[src/rtl/qve_pkg.sv]
package qve_pkg;
  // Bits needed to hold values 0..n inclusive.
  function automatic int unsigned cnt_width(int unsigned n);
    return $clog2(n + 1);
  endfunction
endpackage

[src/rtl/qve_sync.sv]
module qve_sync #(
  parameter int unsigned WIDTH = 2
) (
  input  logic             clk_i,
  input  logic             rst_ni,
  input  logic [WIDTH-1:0] async_i,
  output logic [WIDTH-1:0] sync_o
);
  for (genvar g = 0; g < WIDTH; g++) begin : g_bit
    logic meta_q, stab_q;
    always_ff @(posedge clk_i or negedge rst_ni) begin
      if (!rst_ni) begin
        meta_q <= 1'b0;
        stab_q <= 1'b0;
      end else begin
        meta_q <= async_i[g];
        stab_q <= meta_q;
      end
    end
    assign sync_o[g] = stab_q;
  end
endmodule

[src/rtl/qve_edge_pulse.sv]
module qve_edge_pulse #(
  parameter int unsigned DELAY_TAPS = 4
) (
  input  logic clk_i,
  input  logic rst_ni,
  input  logic ph_a_i,
  input  logic ph_b_i,
  output logic pulse_o
);
  logic                  comb_w;
  logic [DELAY_TAPS-1:0] dl_q;
  logic [DELAY_TAPS:0]   taps_w;

  assign comb_w = ph_a_i ^ ph_b_i;

  if (DELAY_TAPS == 1) begin : g_one
    always_ff @(posedge clk_i or negedge rst_ni) begin
      if (!rst_ni) dl_q <= '0;
      else         dl_q <= comb_w;
    end
  end else begin : g_many
    always_ff @(posedge clk_i or negedge rst_ni) begin
      if (!rst_ni) dl_q <= '0;
      else         dl_q <= {dl_q[DELAY_TAPS-2:0], comb_w};
    end
  end

  // High while any tap disagrees: equals end-tap XOR for sparse edges,
  // stays high (no cancellation) for dense edges.
  assign taps_w  = {dl_q, comb_w};
  assign pulse_o = (|taps_w) & ~(&taps_w);
endmodule

[src/rtl/qve_duty_window.sv]
module qve_duty_window #(
  parameter int unsigned WINDOW = 64,
  parameter int unsigned CNT_W  = 7,
  parameter int unsigned OUT_W  = 8
) (
  input  logic                    clk_i,
  input  logic                    rst_ni,
  input  logic                    pulse_i,
  input  logic                    fwd_i,
  output logic signed [OUT_W-1:0] vel_o,
  output logic                    valid_o
);
  localparam int unsigned WCNT_W = (WINDOW > 2) ? $clog2(WINDOW) : 1;

  logic [WCNT_W-1:0] win_q;
  logic [CNT_W-1:0]  acc_q, acc_next;
  logic              last_w;
  logic signed [OUT_W-1:0] mag_w;

  assign last_w   = (win_q == WCNT_W'(WINDOW - 1));
  assign acc_next = acc_q + CNT_W'(pulse_i);
  assign mag_w    = $signed(OUT_W'(acc_next));

  always_ff @(posedge clk_i or negedge rst_ni) begin
    if (!rst_ni) begin
      win_q   <= '0;
      acc_q   <= '0;
      vel_o   <= '0;
      valid_o <= 1'b0;
    end else if (last_w) begin
      win_q   <= '0;
      acc_q   <= '0;
      vel_o   <= fwd_i ? mag_w : -mag_w;
      valid_o <= 1'b1;
    end else begin
      win_q   <= win_q + 1'b1;
      acc_q   <= acc_next;
      valid_o <= 1'b0;
    end
  end
endmodule

[src/rtl/quad_vel_est.sv]
module quad_vel_est #(
  parameter int unsigned DELAY_TAPS = 4,
  parameter int unsigned WINDOW     = 64,
  localparam int unsigned CNT_W     = qve_pkg::cnt_width(WINDOW),
  localparam int unsigned OUT_W     = CNT_W + 1
) (
  input  logic                    clk_i,
  input  logic                    rst_ni,
  input  logic                    phase_a_i,
  input  logic                    phase_b_i,
  input  logic                    fwd_i,
  input  logic                    vel_en_i,
  output logic signed [OUT_W-1:0] vel_o,
  output logic                    vel_valid_o
);
  logic [1:0]              ph_sync_w;
  logic                    pulse_w;
  logic signed [OUT_W-1:0] vel_q_w;

  qve_sync #(.WIDTH(2)) u_sync (
    .clk_i  (clk_i),
    .rst_ni (rst_ni),
    .async_i({phase_b_i, phase_a_i}),
    .sync_o (ph_sync_w)
  );

  qve_edge_pulse #(.DELAY_TAPS(DELAY_TAPS)) u_pulse (
    .clk_i  (clk_i),
    .rst_ni (rst_ni),
    .ph_a_i (ph_sync_w[0]),
    .ph_b_i (ph_sync_w[1]),
    .pulse_o(pulse_w)
  );

  qve_duty_window #(.WINDOW(WINDOW), .CNT_W(CNT_W), .OUT_W(OUT_W)) u_win (
    .clk_i  (clk_i),
    .rst_ni (rst_ni),
    .pulse_i(pulse_w),
    .fwd_i  (fwd_i),
    .vel_o  (vel_q_w),
    .valid_o(vel_valid_o)
  );

  assign vel_o = vel_en_i ? vel_q_w : '0;
endmodule

[config.mk]
export PLATFORM = sky130hd
export DESIGN_NAME = quad_vel_est
export DESIGN_NICKNAME = d
export VERILOG_FILES = /design/src/rtl/qve_pkg.sv /design/src/rtl/qve_sync.sv /design/src/rtl/qve_edge_pulse.sv /design/src/rtl/qve_duty_window.sv /design/src/rtl/quad_vel_est.sv
export SDC_FILE = /design/constraint.sdc
export NUM_CORES = 1
export LEC_CHECK = 0
export ABC_AREA = 1
export ABC_CLOCK_PERIOD_IN_PS = 4000
export BUFFER_PORTS_ARGS = -buffer_cell sky130_fd_sc_hd__clkbuf_2
export CORE_MARGIN = 2
export CORE_UTILIZATION = 45
export CTS_CLUSTER_DIAMETER = 60
export DETAILED_ROUTE_END_ITERATION = 10
export HOLD_SLACK_MARGIN = 0.1
export PLACE_DENSITY = 0.69
export SLEW_MARGIN = 20
export SYNTH_ARGS = -nofsm -noshare
export SYNTH_HDL_FRONTEND = slang
export SYNTH_HIERARCHICAL = 1
export SYNTH_SLANG_ARGS = --single-unit
[constraint.sdc]
create_clock -name clk_i -period 4 [get_ports clk_i]
set_clock_uncertainty 0.05 [all_clocks]
set_input_delay 0.6 -clock clk_i [delete_from_list [all_inputs] [get_ports clk_i]]
set_output_delay 0.6 -clock clk_i [all_outputs]
set_load 0.005 [all_outputs]
=== Word level (Yosys, flattened, before mapping) ===
Cells that the tools add are included.

* Register bits after elaboration: 30
* Bits of input ports: 6
* Output and inout bits: 9
* Logic and storage cells: 23

* $add $sub $neg: 3
* Eq/ne operators: 1
* Mux-type cells: 5
* Bitwise operators: 3
* Reduce and logical (&&, ||, !) cells: 2

{| class="wikitable"
|+ Operators by type and width
! cell !! count
|-
| 2-to-1 mux 8 bit || 2
|-
| negation 7 -> 8 bit || 1
|-
| adder 7 x 1 -> 7 bit || 1
|-
| 2-to-1 mux 7 bit || 1
|-
| adder 6 x 1 -> 6 bit, second input constant || 1
|-
| == test 6 bit, second input constant || 1
|-
| 2-to-1 mux 6 bit || 1
|-
| AND reduction 5 bit || 1
|-
| OR reduction 5 bit || 1
|-
| AND 1 bit || 1
|-
| 2-to-1 mux 1 bit || 1
|-
| inverter 1 bit || 1
|-
| XOR 1 bit || 1
|}

=== Logic depth before layout (Yosys ltp) ===
Gate-level depths: netlist of the first run.

* Depth after elaboration: 7
* Depth in mapped cells: 18
* Depth with buffers taken out: 17

=== Cells and area by module ===
The synthesis of the first run kept the hierarchy.

{| class="wikitable"
|+ By module, submodules not included
! module !! instances !! cells each !! area each (µm²) !! seq. area each (µm²)
|-
| qve_duty_window || 1 || 131 || 1098.6 || 550.5
|-
| qve_edge_pulse || 1 || 23 || 178.9 || 100.1
|-
| qve_sync || 1 || 6 || 115.1 || 100.1
|-
| quad_vel_est || 1 || 17 || 65.1 || 0.0
|}

=== Worst setup path after synthesis of the first run ===
OpenSTA, ideal clock, no wires.

* Path kind: reg-to-reg
* Start: register u_sync.g_bit[1].stab_q
* End: register u_win.vel_o[4]
* Setup time: 0.117 ns
* Arrival: 1.911 ns
* Required time: 3.833 ns
* Setup slack: 1.922 ns
* Stages on the path, launching flop included: 15
* Buffers on the path: 1
* Period minus slack after synthesis: 2.078 ns
* Cell sequence: dfrtp_1 -> buf_4 -> nand2_1 -> nand2_2 -> nor2_2 -> nor2_1 -> ha_1 -> ha_1 -> inv_1 -> ha_1 -> nand2_2 -> o21ai_2 -> or2_1 -> nand3_1 -> nand2_1

* Longest elaborated chain between the ends: 7
* Elaborated cells on any way between the ends: 8
* Those cells by class: 2 x add/sub; 1 x mux; 3 x bitwise; 2 x reduce/logical

{| class="wikitable"
|+ Ends and longest elaborated chain
! element !! line !! RTL
|-
| from (decl) || qve_sync.sv:10 || <nowiki>logic meta_q, stab_q;</nowiki>
|-
| from (signal assigned) || qve_sync.sv:17 || <nowiki>stab_q <= meta_q;</nowiki>
|-
| XOR 1 bit (*) || qve_edge_pulse.sv:14 || <nowiki>assign comb_w = ph_a_i ^ ph_b_i;</nowiki>
|-
| net u_pulse.comb_w || qve_edge_pulse.sv:10 || <nowiki>logic comb_w;</nowiki>
|-
| AND reduction 5 bit || qve_edge_pulse.sv:31 || <nowiki>assign pulse_o = (|taps_w) & ~(&taps_w);</nowiki>
|-
| inverter 1 bit || qve_edge_pulse.sv:31 ||
|-
| AND 1 bit (*) || qve_edge_pulse.sv:31 ||
|-
| net pulse_w || quad_vel_est.sv:17 || <nowiki>logic pulse_w;</nowiki>
|-
| adder 7 x 1 -> 7 bit (*) || qve_duty_window.sv:21 || <nowiki>assign acc_next = acc_q + CNT_W'(pulse_i);</nowiki>
|-
| negation 7 -> 8 bit || qve_duty_window.sv:33 || <nowiki>vel_o <= fwd_i ? mag_w : -mag_w;</nowiki>
|-
| 2-to-1 mux 8 bit (*) || qve_duty_window.sv:33 ||
|-
| to (signal assigned) || qve_duty_window.sv:33 ||
|-
| to (decl) || qve_duty_window.sv:10 || <nowiki>output logic signed [OUT_W-1:0] vel_o,</nowiki>
|}

Mark *: on every way through the listed nets, which the timed path passes. The rest lies on a longest branch.
A chain may end at the register's enable or synchronous reset.

=== Worst setup path after layout of the first run ===
* Start: register u_pulse.dl_q[0]
* End: register u_win.vel_o[6]

* Longest elaborated chain between the ends: 6
* Elaborated cells on any way between the ends: 7
* Those cells by class: 2 x add/sub; 1 x mux; 2 x bitwise; 2 x reduce/logical

{| class="wikitable"
|+ Ends and longest elaborated chain
! element !! line !! RTL
|-
| from (decl) || qve_edge_pulse.sv:11 || <nowiki>logic [DELAY_TAPS-1:0] dl_q;</nowiki>
|-
| from (signal assigned) || qve_edge_pulse.sv:24 || <nowiki>else dl_q <= {dl_q[DELAY_TAPS-2:0], comb_w};</nowiki>
|-
| AND reduction 5 bit || qve_edge_pulse.sv:31 ||
|-
| inverter 1 bit || qve_edge_pulse.sv:31 ||
|-
| AND 1 bit (*) || qve_edge_pulse.sv:31 ||
|-
| net pulse_w || quad_vel_est.sv:17 ||
|-
| adder 7 x 1 -> 7 bit (*) || qve_duty_window.sv:21 ||
|-
| negation 7 -> 8 bit || qve_duty_window.sv:33 ||
|-
| 2-to-1 mux 8 bit (*) || qve_duty_window.sv:33 ||
|}

Marks and branches as above.

==> key figures, run 1 <==
Layout
  – Commonest cells after routing, fill and taps aside: nand2_1 (46), dfrtp_1 (30), inv_1 (24)
  – Register area: around 750 µm²
  – Layout overhead on the synthesized area: 10.6%
  – Final nets: 203
  – Layout cell share with drive strength beyond 1: 0.186
  – Final Non-Filler Cells: roughly 240
  – Ant diodes: 0
  – Most common cell after layout, fill and taps aside: nand2_1
  – Multi-input logic area: 576 µm²
  – Fillers: roughly 300

Synth
  – EDFF count, synth: 0
  – Mean Syn Cell Area: 8.24 µm²
  – Seq cells post-synth: 30
  – Synth Flop Type: dfrtp_1
  – Post-synthesis sequential area ratio: 0.515
  – Area contributors post-synth: dfrtp_1 (52%), nand2_1 (12%), inv_1 (6.2%)
  – Synth async-reset ratio: 1.00
  – Share of the synthesized area in the top cell type: 0.515
  – Post-synth cell types: 25
  – Mapped Nets: about 190
  – Post-Syn Area: 0.00146 mm²
  – Synthesized netlist cell count: 177
  – Syn. warnings: 6
  – Post-synth top area cell: dfrtp_1

Clocking
  – Cts hold-fix bufs: 0
  – Total CTS buffers: 5
  – Clock-pin slew on the worst setup and hold paths: roughly 0.10 ns
  – CTS tree: done
  – Post-CTS Setup Inserts: 0
  – Worst-Skew Late Latency: 0.33 ns
  – # resized after CTS: 0
  – # H-tree levels: 2
  – Longest Clk Path Bufs: 2
  – Root buf cell: clkbuf_4
  – TritonCTS Sinks: 30

Floorplanning
  – Die height: 60.9 µm
  – Die Area: 0.00371 mm²
  – # IOs: 15
  – Row count: 20
  – Die W: 60.9 µm
  – Core Area: 0.00308 mm²
  – Starting Density: 0.474

Timing
  – RSZ-0062 raised after global routing: false
  – Max-slew violation count: 0
  – Sum of negative setup slack: 0 ns
  – Crit path time final: approximately 2.2 ns
  – Hold WS: 0.249 ns
  – Worst rel slew slack: 0.524
  – Final WS setup: 1.77 ns
  – Tcrit/Tclk final: 0.557
  – Worst Tran Pin Value: roughly 0.71 ns
  – Fin. Hold Viols: 0
  – Setup violations, final: 0
  – Fmax: ~450 MHz

Detailed routing
  – Via density: 4.73
  – Initial drt markers: 37
  – Detailed-router iteration count before antenna repair: 4
  – Detailed-route via count: around 1,100
  – DR WL/cell: 10.7 µm
  – WL final: 2560 µm
  – # DRC: 0
  – Final antenna-violating net count: 0

Place
  – DP HPWL: roughly 1900 µm
  – DP Worst Slack: 1.79 ns
  – Post-placement cell count: 230
  – RD Place Congestion: 0.782
  – Port Buffer Count: 14

Global routing
  – First-pass GRT wire length: 4530 µm
  – GRT Total Usage: 0.174
  – Vias in the first global route: 1,132
  – Total grt overflow: 0
  – Largest net degree at the start of global routing: 31
  – Initial antenna violation count: 0

Outcome
  – Outcome: complete, no violations

Worst setup path
  – Critical Path AT: 2.40 ns
  – Startpoint types: flop
  – CP Capture Type: flop
  – Required @ worst endpoint: 4.18 ns
  – CP Max Fanout: 4
  – Setup Crit Path Kind: flop to flop

Pwr
  – Total power: 0.000867 W
  – Power per cell area: ~540 mW/mm²
  – Pleak: 0.850 nW
  – Worst vdd ir: 0.281 mV

Hold path
  – Tightest Hold Check Type: input pin to async pin

Run
  – Total of max-cap violations: 0
==> through the flow <==
| step | cell area (µm²) | util |
|---|---|---|
| after floorplan | 1460 | - |
| after global placement | 1550 | 0.504 |
| after detailed placement | 1550 | 0.504 |
| after CTS | 1610 | 0.524 |
| after global routing | 1610 | 0.524 |
| final | 1610 | 0.524 |
==> area by class of cell <==
cell class	count	share of cell area
Tap cell	44	0.0342
Multi-Input combinational cell	115	0.357
Timing Repair Buffer	14	0.0435
Clock inverter	3	0.0132
Inverter	27	0.0629
Clock buffer	5	0.0233
Sequential cell	30	0.466
==> worst max-delay path, stage by stage (launching register included) <==
cell     delay, ns
dfrtp_1       0.41
nor2_1        0.13
nand2_2       0.07
nor2_2        0.09
nor2_1        0.05
ha_1          0.23
ha_1          0.30
inv_1         0.11
ha_1          0.19
nand2_2       0.07
o21ai_2       0.18
nand3_1       0.11
nand3_1       0.08
nand2_1       0.05
==> cell families (layout without fill, tap and decap cells) <==
group / after synthesis / count (layout) / share of synthesized area
fa+ha+maj: 4 / 4 / 0.0343
compound gates: 10 / 10 / 0.0395
simple gates: 97 / 97 / 0.297
buf+inv: 32 / 49 / 0.0901
xor+xnor: 4 / 4 / 0.0240
flops: 30 / 30 / 0.515
==> synth_stat cells (3+ instances only) <==
cell     number
nand3_1      13
nor2_2        3
nor2_1       22
ha_1          4
inv_1        24
o21ai_0       3
nand2_2       5
nand2_1      46
a21oi_1       3
buf_2         3
dfrtp_1      30
xor2_1        4
==> state kept, by name, summed over array words and instances, names as in the netlist <==
register / flops
u_sync/g_bit.stab_q: 2
u_sync/g_bit.meta_q: 2
u_win/acc_q: 7
u_win/win_q: 6
u_pulse/dl_q: 4
u_win/vel_o: 8
u_win/valid_o: 1
==> power breakdown <==
part	total, W	internal [W]	switching, W	leakage, nW
clock network	0.000178	0.0000681	0.000110	0.0312
logic	0.000308	0.000107	0.000201	0.481
registers	0.000381	0.000342	0.0000389	0.338
total	0.000867	0.000517	0.000350	0.850
==> path summary, 6_finish.rpt <==
path / start / end / slack, ns / depth (start not counted)
worst max-delay path: u_pulse/dl_q[0] / u_win/vel_o[6] / 1.77 / 13
worst min-delay path: rst_ni / u_pulse/dl_q[0] / 0.25 / 1
worst max register to register: u_pulse/dl_q[0] / u_win/vel_o[6] / 1.77 / 13
worst min register to register: u_sync/g_bit[0].meta_q / u_sync/g_bit[0].stab_q / 0.31 / 0
max in group asynchronous: rst_ni / u_win/vel_o[3] / 3.19 / 1
min in group clk_i: u_sync/g_bit[0].meta_q / u_sync/g_bit[0].stab_q / 0.31 / 0
==> layer usage <==
layer	up-vias	wire length, µm	track usage
met1	532	1110	0.182
met3	5	96	0.0682
met4	0	46	0.0932
li1	572	-	-
met2	17	1310	0.300
met5	-	0	0
(Power assumes the default switching activity.)
==> run 2, diff against run 1 <==
--- a/config.mk
+++ b/config.mk
@@ -5,8 +5,8 @@
 export SDC_FILE = /design/constraint.sdc
 export NUM_CORES = 1
 export LEC_CHECK = 0
-export ABC_AREA = 1
-export ABC_CLOCK_PERIOD_IN_PS = 4000
+export ABC_AREA = 0
+export ABC_CLOCK_PERIOD_IN_PS = 2200
 export BUFFER_PORTS_ARGS = -buffer_cell sky130_fd_sc_hd__clkbuf_2
 export CORE_MARGIN = 2
 export CORE_UTILIZATION = 45
==> constraint.sdc (replaced) <==
create_clock -name clk_i -period 2.2 [get_ports clk_i]
set_clock_uncertainty 0.05 [all_clocks]
set_input_delay 0.33 -clock clk_i [delete_from_list [all_inputs] [get_ports clk_i]]
set_output_delay 0.33 -clock clk_i [all_outputs]
set_load 0.005 [all_outputs]
==> key figures, run 2 <==
Global routing
  – Met1 track demand over resource: 0.214
  – Busiest grt layer: met2
  – Initial antenna violation count: 0
  – Met2 usage: 0.281
  – Largest net degree at the start of global routing: 31
  – First-pass GRT wire length: 4370 µm
  – Vias in the first global route: 964
  – GR Layer Usage met3: 0.0462
  – Total grt overflow: 0
  – GRT Total Usage: 0.171

Detailed routing
  – WL final: 2550 µm
  – Final antenna-violating net count: 0
  – Detailed-route via count: 1,002
  – Detailed-router iteration count before antenna repair: 7
  – # DRC: 1
  – Via density: 5.16
  – Initial drt markers: 37
  – DR WL/cell: 13.1 µm

Clocking
  – Root buf cell: clkbuf_4
  – Worst-Skew Late Latency: 0.33 ns
  – CTS tree: done
  – TritonCTS Sinks: 30
  – Longest Clk Path Bufs: 2
  – Clock-pin slew on the worst setup and hold paths: 0.09 ns
  – # H-tree levels: 2
  – Total CTS buffers: 5

Timing
  – Fin. Hold Viols: 0
  – RSZ-0062 raised after global routing: true
  – Worst rel slew slack: 0.521
  – Crit path time final: between 2 and 2.5 ns
  – Final WS setup: -0.134 ns
  – Setup violations, final: 2
  – Fmax: between 400 and 500 MHz
  – Tcrit/Tclk final: 1.06
  – Worst Tran Pin Value: 0.719 ns
  – Sum of negative setup slack: -0.150 ns
  – Max-slew violation count: 0

Floorplanning
  – Core Area: roughly 0.0028 mm²
  – # IOs: 15
  – Starting Density: 0.483
  – Die Area: 0.00347 mm²
  – Die height: around 59 µm
  – Row count: 19
  – Die W: 58.9 µm

Synth
  – Mean Syn Cell Area: 10.6 µm²
  – Post-synth top area cell: dfrtp_1
  – Synth Flop Type: dfrtp_1
  – Synth Area in XOR/XNOR: 0.0904
  – Area share of fa/ha/maj cells after synthesis: 0.0369
  – Combinational family with the most area after synthesis: simple AND/OR/NAND/NOR gates
  – Area contributors post-synth: dfrtp_1 (55%), xor2_1 (6.5%), and2_1 (5.1%)
  – Post-Syn Area: approximately 0.0014 mm²
  – Syn. warnings: 6
  – Post-synthesis compound-gate area fraction: 0.0775
  – Mux cell area share after synthesis: 0.0148
  – Mapped Nets: 138
  – EDFF count, synth: 0
  – Post-synth cell types: 29
  – Most common cell in the netlist: dfrtp_1
  – Synth async-reset ratio: 1.00
  – Post-synth top cells: dfrtp_1 (30), nor2_1 (13), and2_1 (11), xor2_1 (10)
  – Seq cells post-synth: 30
  – Share of the synthesized area in the top cell type: 0.554
  – Simple-gate share of the synthesized area: 0.194
  – Post-synthesis sequential area ratio: 0.554
  – Synthesized netlist cell count: 128

Layout
  – Final nets: 172
  – Most common cell after layout, fill and taps aside: dfrtp_1
  – Final Non-Filler Cells: 194
  – Layout cell share with drive strength beyond 1: 0.362
  – Layout overhead on the synthesized area: 33.4%
  – Max reg flops: 8
  – Ant diodes: 0
  – Reg with most FFs: u_win/vel_o
  – Largest regs: u_win/vel_o x8, u_win/acc_q x7, u_win/win_q x6
  – Commonest cells after routing, fill and taps aside: dfrtp_1 (30), buf_4 (15), clkbuf_2 (14)

Worst setup path
  – CP Capture Type: flop
  – Startpoint types: flop
  – Crit-path max cell delay: 0.46 ns
  – Crit path cell chain: buf_6 > and4_1 > mux2i_1 > ha_2 > ha_4 > inv_4 > ha_4 > nor2b_4 > a21oi_2 > or4_1 > nand3_1
  – Critical Path AT: 2.55 ns
  – Slowest cell on crit path: or4_1
  – Required @ worst endpoint: 2.41 ns
  – CP Max Fanout: 3
  – CP most frequent cell: ha_4
  – Setup Crit Path Kind: flop to flop

Outcome
  – Failing checks: design-rule violations, negative setup slack
  – Outcome: finished with violations

Place
  – DP HPWL: 1820 µm
  – DP Worst Slack: -0.151 ns
  – RD Place Congestion: 0.864
  – Post-placement cell count: 180
  – Port Buffer Count: 14

Pwr
  – Power per cell area: 1270 mW/mm²
  – Worst vdd ir: 0.701 mV
  – Pleak: 0.818 nW

Run
  – Total of max-cap violations: 0

Hold path
  – Tightest Hold Check Type: flop to flop
## run 2: per-layer routing
| metal | up-vias | share of wire |
|---|---|---|
| met1 | 485 | 0.46 |
| met2 | 16 | 0.50 |
| met4 | 0 | 0.013 |
| met3 | 5 | 0.032 |
| li1 | 496 | - |
| met5 | - | 0 |
## run 2: power by group
part / internal [W] / total, W / switching (W)
registers: 0.000631 / 0.000734 / 0.000103
logic: 0.000561 / 0.000996 / 0.000436
clock network: 0.000385 / 0.000568 / 0.000184
total: 0.00158 / 0.00230 / 0.000722
## run 2: kinds of logic after synthesis
logic type	after synthesis
compound gates	18
xor+xnor	14
fa+ha+maj	4
buf+inv	9
flops	30
mux	2
simple gates	51
## run 2: layout make-up
type                    count  area (µm²)
fillers                   225         996
flip-flops and latches     30         751
multi-input cells          89         671
repair buffers             33         224
clock inverters             2        60.1
clock buffers               6        51.3
well taps                  31        38.8
inverters                   3        13.8
## run 2: worst paths after layout
kind	start	to	slack [ns]	cells after the start
max in group asynchronous	rst_ni	u_win/acc_q[4]	1.09	2
min	u_sync/g_bit[0].meta_q	u_sync/g_bit[0].stab_q	0.31	0
max	u_pulse/dl_q[2]	u_win/vel_o[6]	-0.13	11
min reg2reg	u_sync/g_bit[0].meta_q	u_sync/g_bit[0].stab_q	0.31	0
max reg2reg	u_pulse/dl_q[2]	u_win/vel_o[6]	-0.13	11
min in group asynchronous	rst_ni	u_sync/g_bit[1].stab_q	0.55	2
## run 2: worst max-delay path, delay by kind of cell, from the launching register on
family | cells | cell delay (ns)
buf+inv | 2 | 0.18
compound gates | 1 | 0.07
mux | 1 | 0.14
flops | 1 | 0.41
simple gates | 4 | 0.84
fa+ha+maj | 3 | 0.57
## run 2: metrics by stage
step,utilization,hold WS (ns),total power [W],cell area (µm²)
6_report,0.645,0.311,0.00230,1810
5_1_grt,0.645,0.323,0.00245,1810
4_1_cts,0.639,0.317,0.00230,1790
3_5_place_dp,0.570,0.293,0.00158,1600
3_3_place_gp,0.570,0.283,0.00156,1600
2_1_floorplan,-,-0.0156,0.00124,1440
## run 2: what timing repair did
| item | 4_1_cts | 5_1_grt |
|---|---|---|
| pin swaps | 9 | 5 |
| gates resized for setup | 8 | 5 |
| endpoints found under the setup margin | 5 | 6 |
| endpoints found under the hold margin | 32 | 0 |
| hold buffers | 3 | 0 |
| gates cloned | 0 | 0 |
| setup buffers | 3 | 0 |
==> run 3, diff against run 2 <==
--- a/config.mk
+++ b/config.mk
@@ -5,15 +5,15 @@
 export SDC_FILE = /design/constraint.sdc
 export NUM_CORES = 1
 export LEC_CHECK = 0
-export ABC_AREA = 0
+export ABC_AREA = 1
 export ABC_CLOCK_PERIOD_IN_PS = 2200
 export BUFFER_PORTS_ARGS = -buffer_cell sky130_fd_sc_hd__clkbuf_2
 export CORE_MARGIN = 2
-export CORE_UTILIZATION = 45
+export CORE_UTILIZATION = 35
 export CTS_CLUSTER_DIAMETER = 60
 export DETAILED_ROUTE_END_ITERATION = 10
 export HOLD_SLACK_MARGIN = 0.1
-export PLACE_DENSITY = 0.69
+export PLACE_DENSITY = 0.57
 export SLEW_MARGIN = 20
 export SYNTH_ARGS = -nofsm -noshare
 export SYNTH_HDL_FRONTEND = slang
==> key figures, run 3 (synthesized netlist as in run 1, its figures left out) <==
Outcome
  – Outcome: complete, no violations

Layout
  – Most common cell after layout, fill and taps aside: nand2_1
  – Fillers: about 400
  – Commonest cells after routing, fill and taps aside: nand2_1 (46), dfrtp_1 (30), inv_1 (23)
  – Final nets: around 210
  – Layout overhead on the synthesized area: 19.5%
  – Max reg flops: 8
  – Ant diodes: 0
  – Largest regs: u_win/vel_o x8, u_win/acc_q x7, u_win/win_q x6
  – Layout cell share with drive strength beyond 1: 0.225
  – Final Non-Filler Cells: 250
  – Reg with most FFs: u_win/vel_o

Worst setup path
  – CP Capture Type: flop
  – Crit path cell chain: nor2_1 > nand2_2 > nor2_2 > nor2_1 > ha_2 > ha_4 > inv_2 > ha_4 > nand2_2 > o21ai_2 > or2_1 > nand3_1 > nand2_1
  – Crit-path max cell delay: 0.39 ns
  – Reg2reg path depth: 13
  – Setup Crit Path Kind: flop to flop
  – Worst path depth: 13
  – CP Max Fanout: 3
  – Startpoint types: flop
  – Bufs and invs on worst path: 1
  – Worst reg2reg path startpoint: u_pulse/dl_q[3]
  – Critical Path AT: 2.14 ns
  – Required @ worst endpoint: 2.32 ns
  – Worst Setup SP: u_pulse/dl_q[3]
  – Slowest cell on crit path: dfrtp_1
  – Top delay family on crit path: simple AND/OR/NAND/NOR gates

Timing
  – Worst Tran Pin Value: 0.718 ns
  – Max-slew violation count: 0
  – Final WS setup: 0.185 ns
  – Crit path time final: between 2 and 2.5 ns
  – Setup violations, final: 0
  – Worst rel slew slack: 0.521
  – Fmax: between 400 and 500 MHz
  – Sum of negative setup slack: 0 ns
  – Fin. Hold Viols: 0
  – Tcrit/Tclk final: 0.916

Clocking
  – CTS tree: done
  – Post-CTS Setup Inserts: 0
  – Longest Clk Path Bufs: 2
  – Total CTS buffers: 5
  – Clock-pin slew on the worst setup and hold paths: 0.06 ns
  – # H-tree levels: 2
  – TritonCTS Sinks: 30
  – Worst-Skew Late Latency: 0.28 ns
  – Root buf cell: clkbuf_8

Hold path
  – Hold depth: 0
  – Min-delay src: u_sync/g_bit[0].meta_q
  – Tightest Hold Check Type: flop to flop

Pwr
  – Worst vdd ir: 0.547 mV
  – Pleak: 0.894 nW
  – Power per cell area: 1020 mW/mm²
  – Total power: 0.00178 W

Floorplanning
  – # IOs: 15
  – Die height: a little under 70 µm
  – Die Area: ~0.0047 mm²
  – Die W: 68.5 µm
  – Core Area: 0.00400 mm²
  – Row count: 23
  – Starting Density: 0.364

Run
  – Total of max-cap violations: 0

Detailed routing
  – Final antenna-violating net count: 0
  – Via density: 4.36
  – Initial drt markers: 25
  – WL final: 2460 µm
  – DR WL/cell: about 9.8 µm
  – Detailed-route via count: around 1,100
  – Detailed-router iteration count before antenna repair: 3
  – # DRC: 0

Place
  – DP Worst Slack: around 0.06 ns
  – DP HPWL: 1740 µm
  – RD Place Congestion: 0.722
  – Port Buffer Count: 14
  – Post-placement cell count: 239

Global routing
  – First-pass GRT wire length: 4260 µm
  – GRT Total Usage: 0.127
  – Largest net degree at the start of global routing: 31
  – Vias in the first global route: 990
  – Initial antenna violation count: 0
  – Total grt overflow: 0
[run 3: cell types whose count changed in the layout (fill, tap and decap cells not counted), sizes merged, moves of 3 or more]
cell and change:
nand2 +43, nor2 +13, and2 -11, inv +23
o21ai -4, buf -13, xor2 -6, and3 -3
nand3 +7, xnor2 -4
[run 3: layout make-up]
class | instances | area, µm² | area share
clock inverter | 1 | 5.00 | 0.00287
sequential | 30 | 751 | 0.431
clock buffer | 7 | 86.3 | 0.0496
tap | 50 | 62.6 | 0.0359
multi-input combinational | 115 | 613 | 0.352
inverter | 27 | 101 | 0.0582
timing repair buffer | 20 | 123 | 0.0704
[run 3: timing repair]
action                     4_1_cts  5_1_grt
setup endpoints to repair        0        5
hold buffers                     3        0
hold endpoints to repair        32        0
resized for setup                0        9
[run 3: worst paths after layout]
| path | endpoint | slack (ns) |
|---|---|---|
| max | u_win/vel_o[4] | 0.18 |
| min | u_sync/g_bit[0].stab_q | 0.30 |
| max reg2reg | u_win/vel_o[4] | 0.18 |
| min reg2reg | u_sync/g_bit[0].stab_q | 0.30 |
| max in group asynchronous | u_win/acc_q[3] | 1.05 |
| min in group asynchronous | u_sync/g_bit[0].stab_q | 0.59 |
[run 3: per-layer routing]
layer / track usage / wire, µm / up-vias
li1: - / - / 586
met2: 0.194 / 1120 / 11
met5: 0 / 0 / -
met3: 0.0438 / 90 / 4
met4: 0.0750 / 56 / 0
met1: 0.155 / 1190 / 489
[run 3: per-stage QoR]
step                hold slack (ns)   util  area (µm²)
global route                  0.304  0.435        1740
CTS                           0.296  0.426        1700
finish                        0.303  0.435        1740
global placement              0.285  0.396        1580
floorplan                   -0.0156      -        1460
detailed placement            0.293  0.396        1580
[run 3: where the power goes]
part           leakage (nW)  internal [W]  switching [W]
sequential            0.338      0.000623      0.0000717
clock                0.0482      0.000252       0.000190
combinational         0.508      0.000261       0.000386
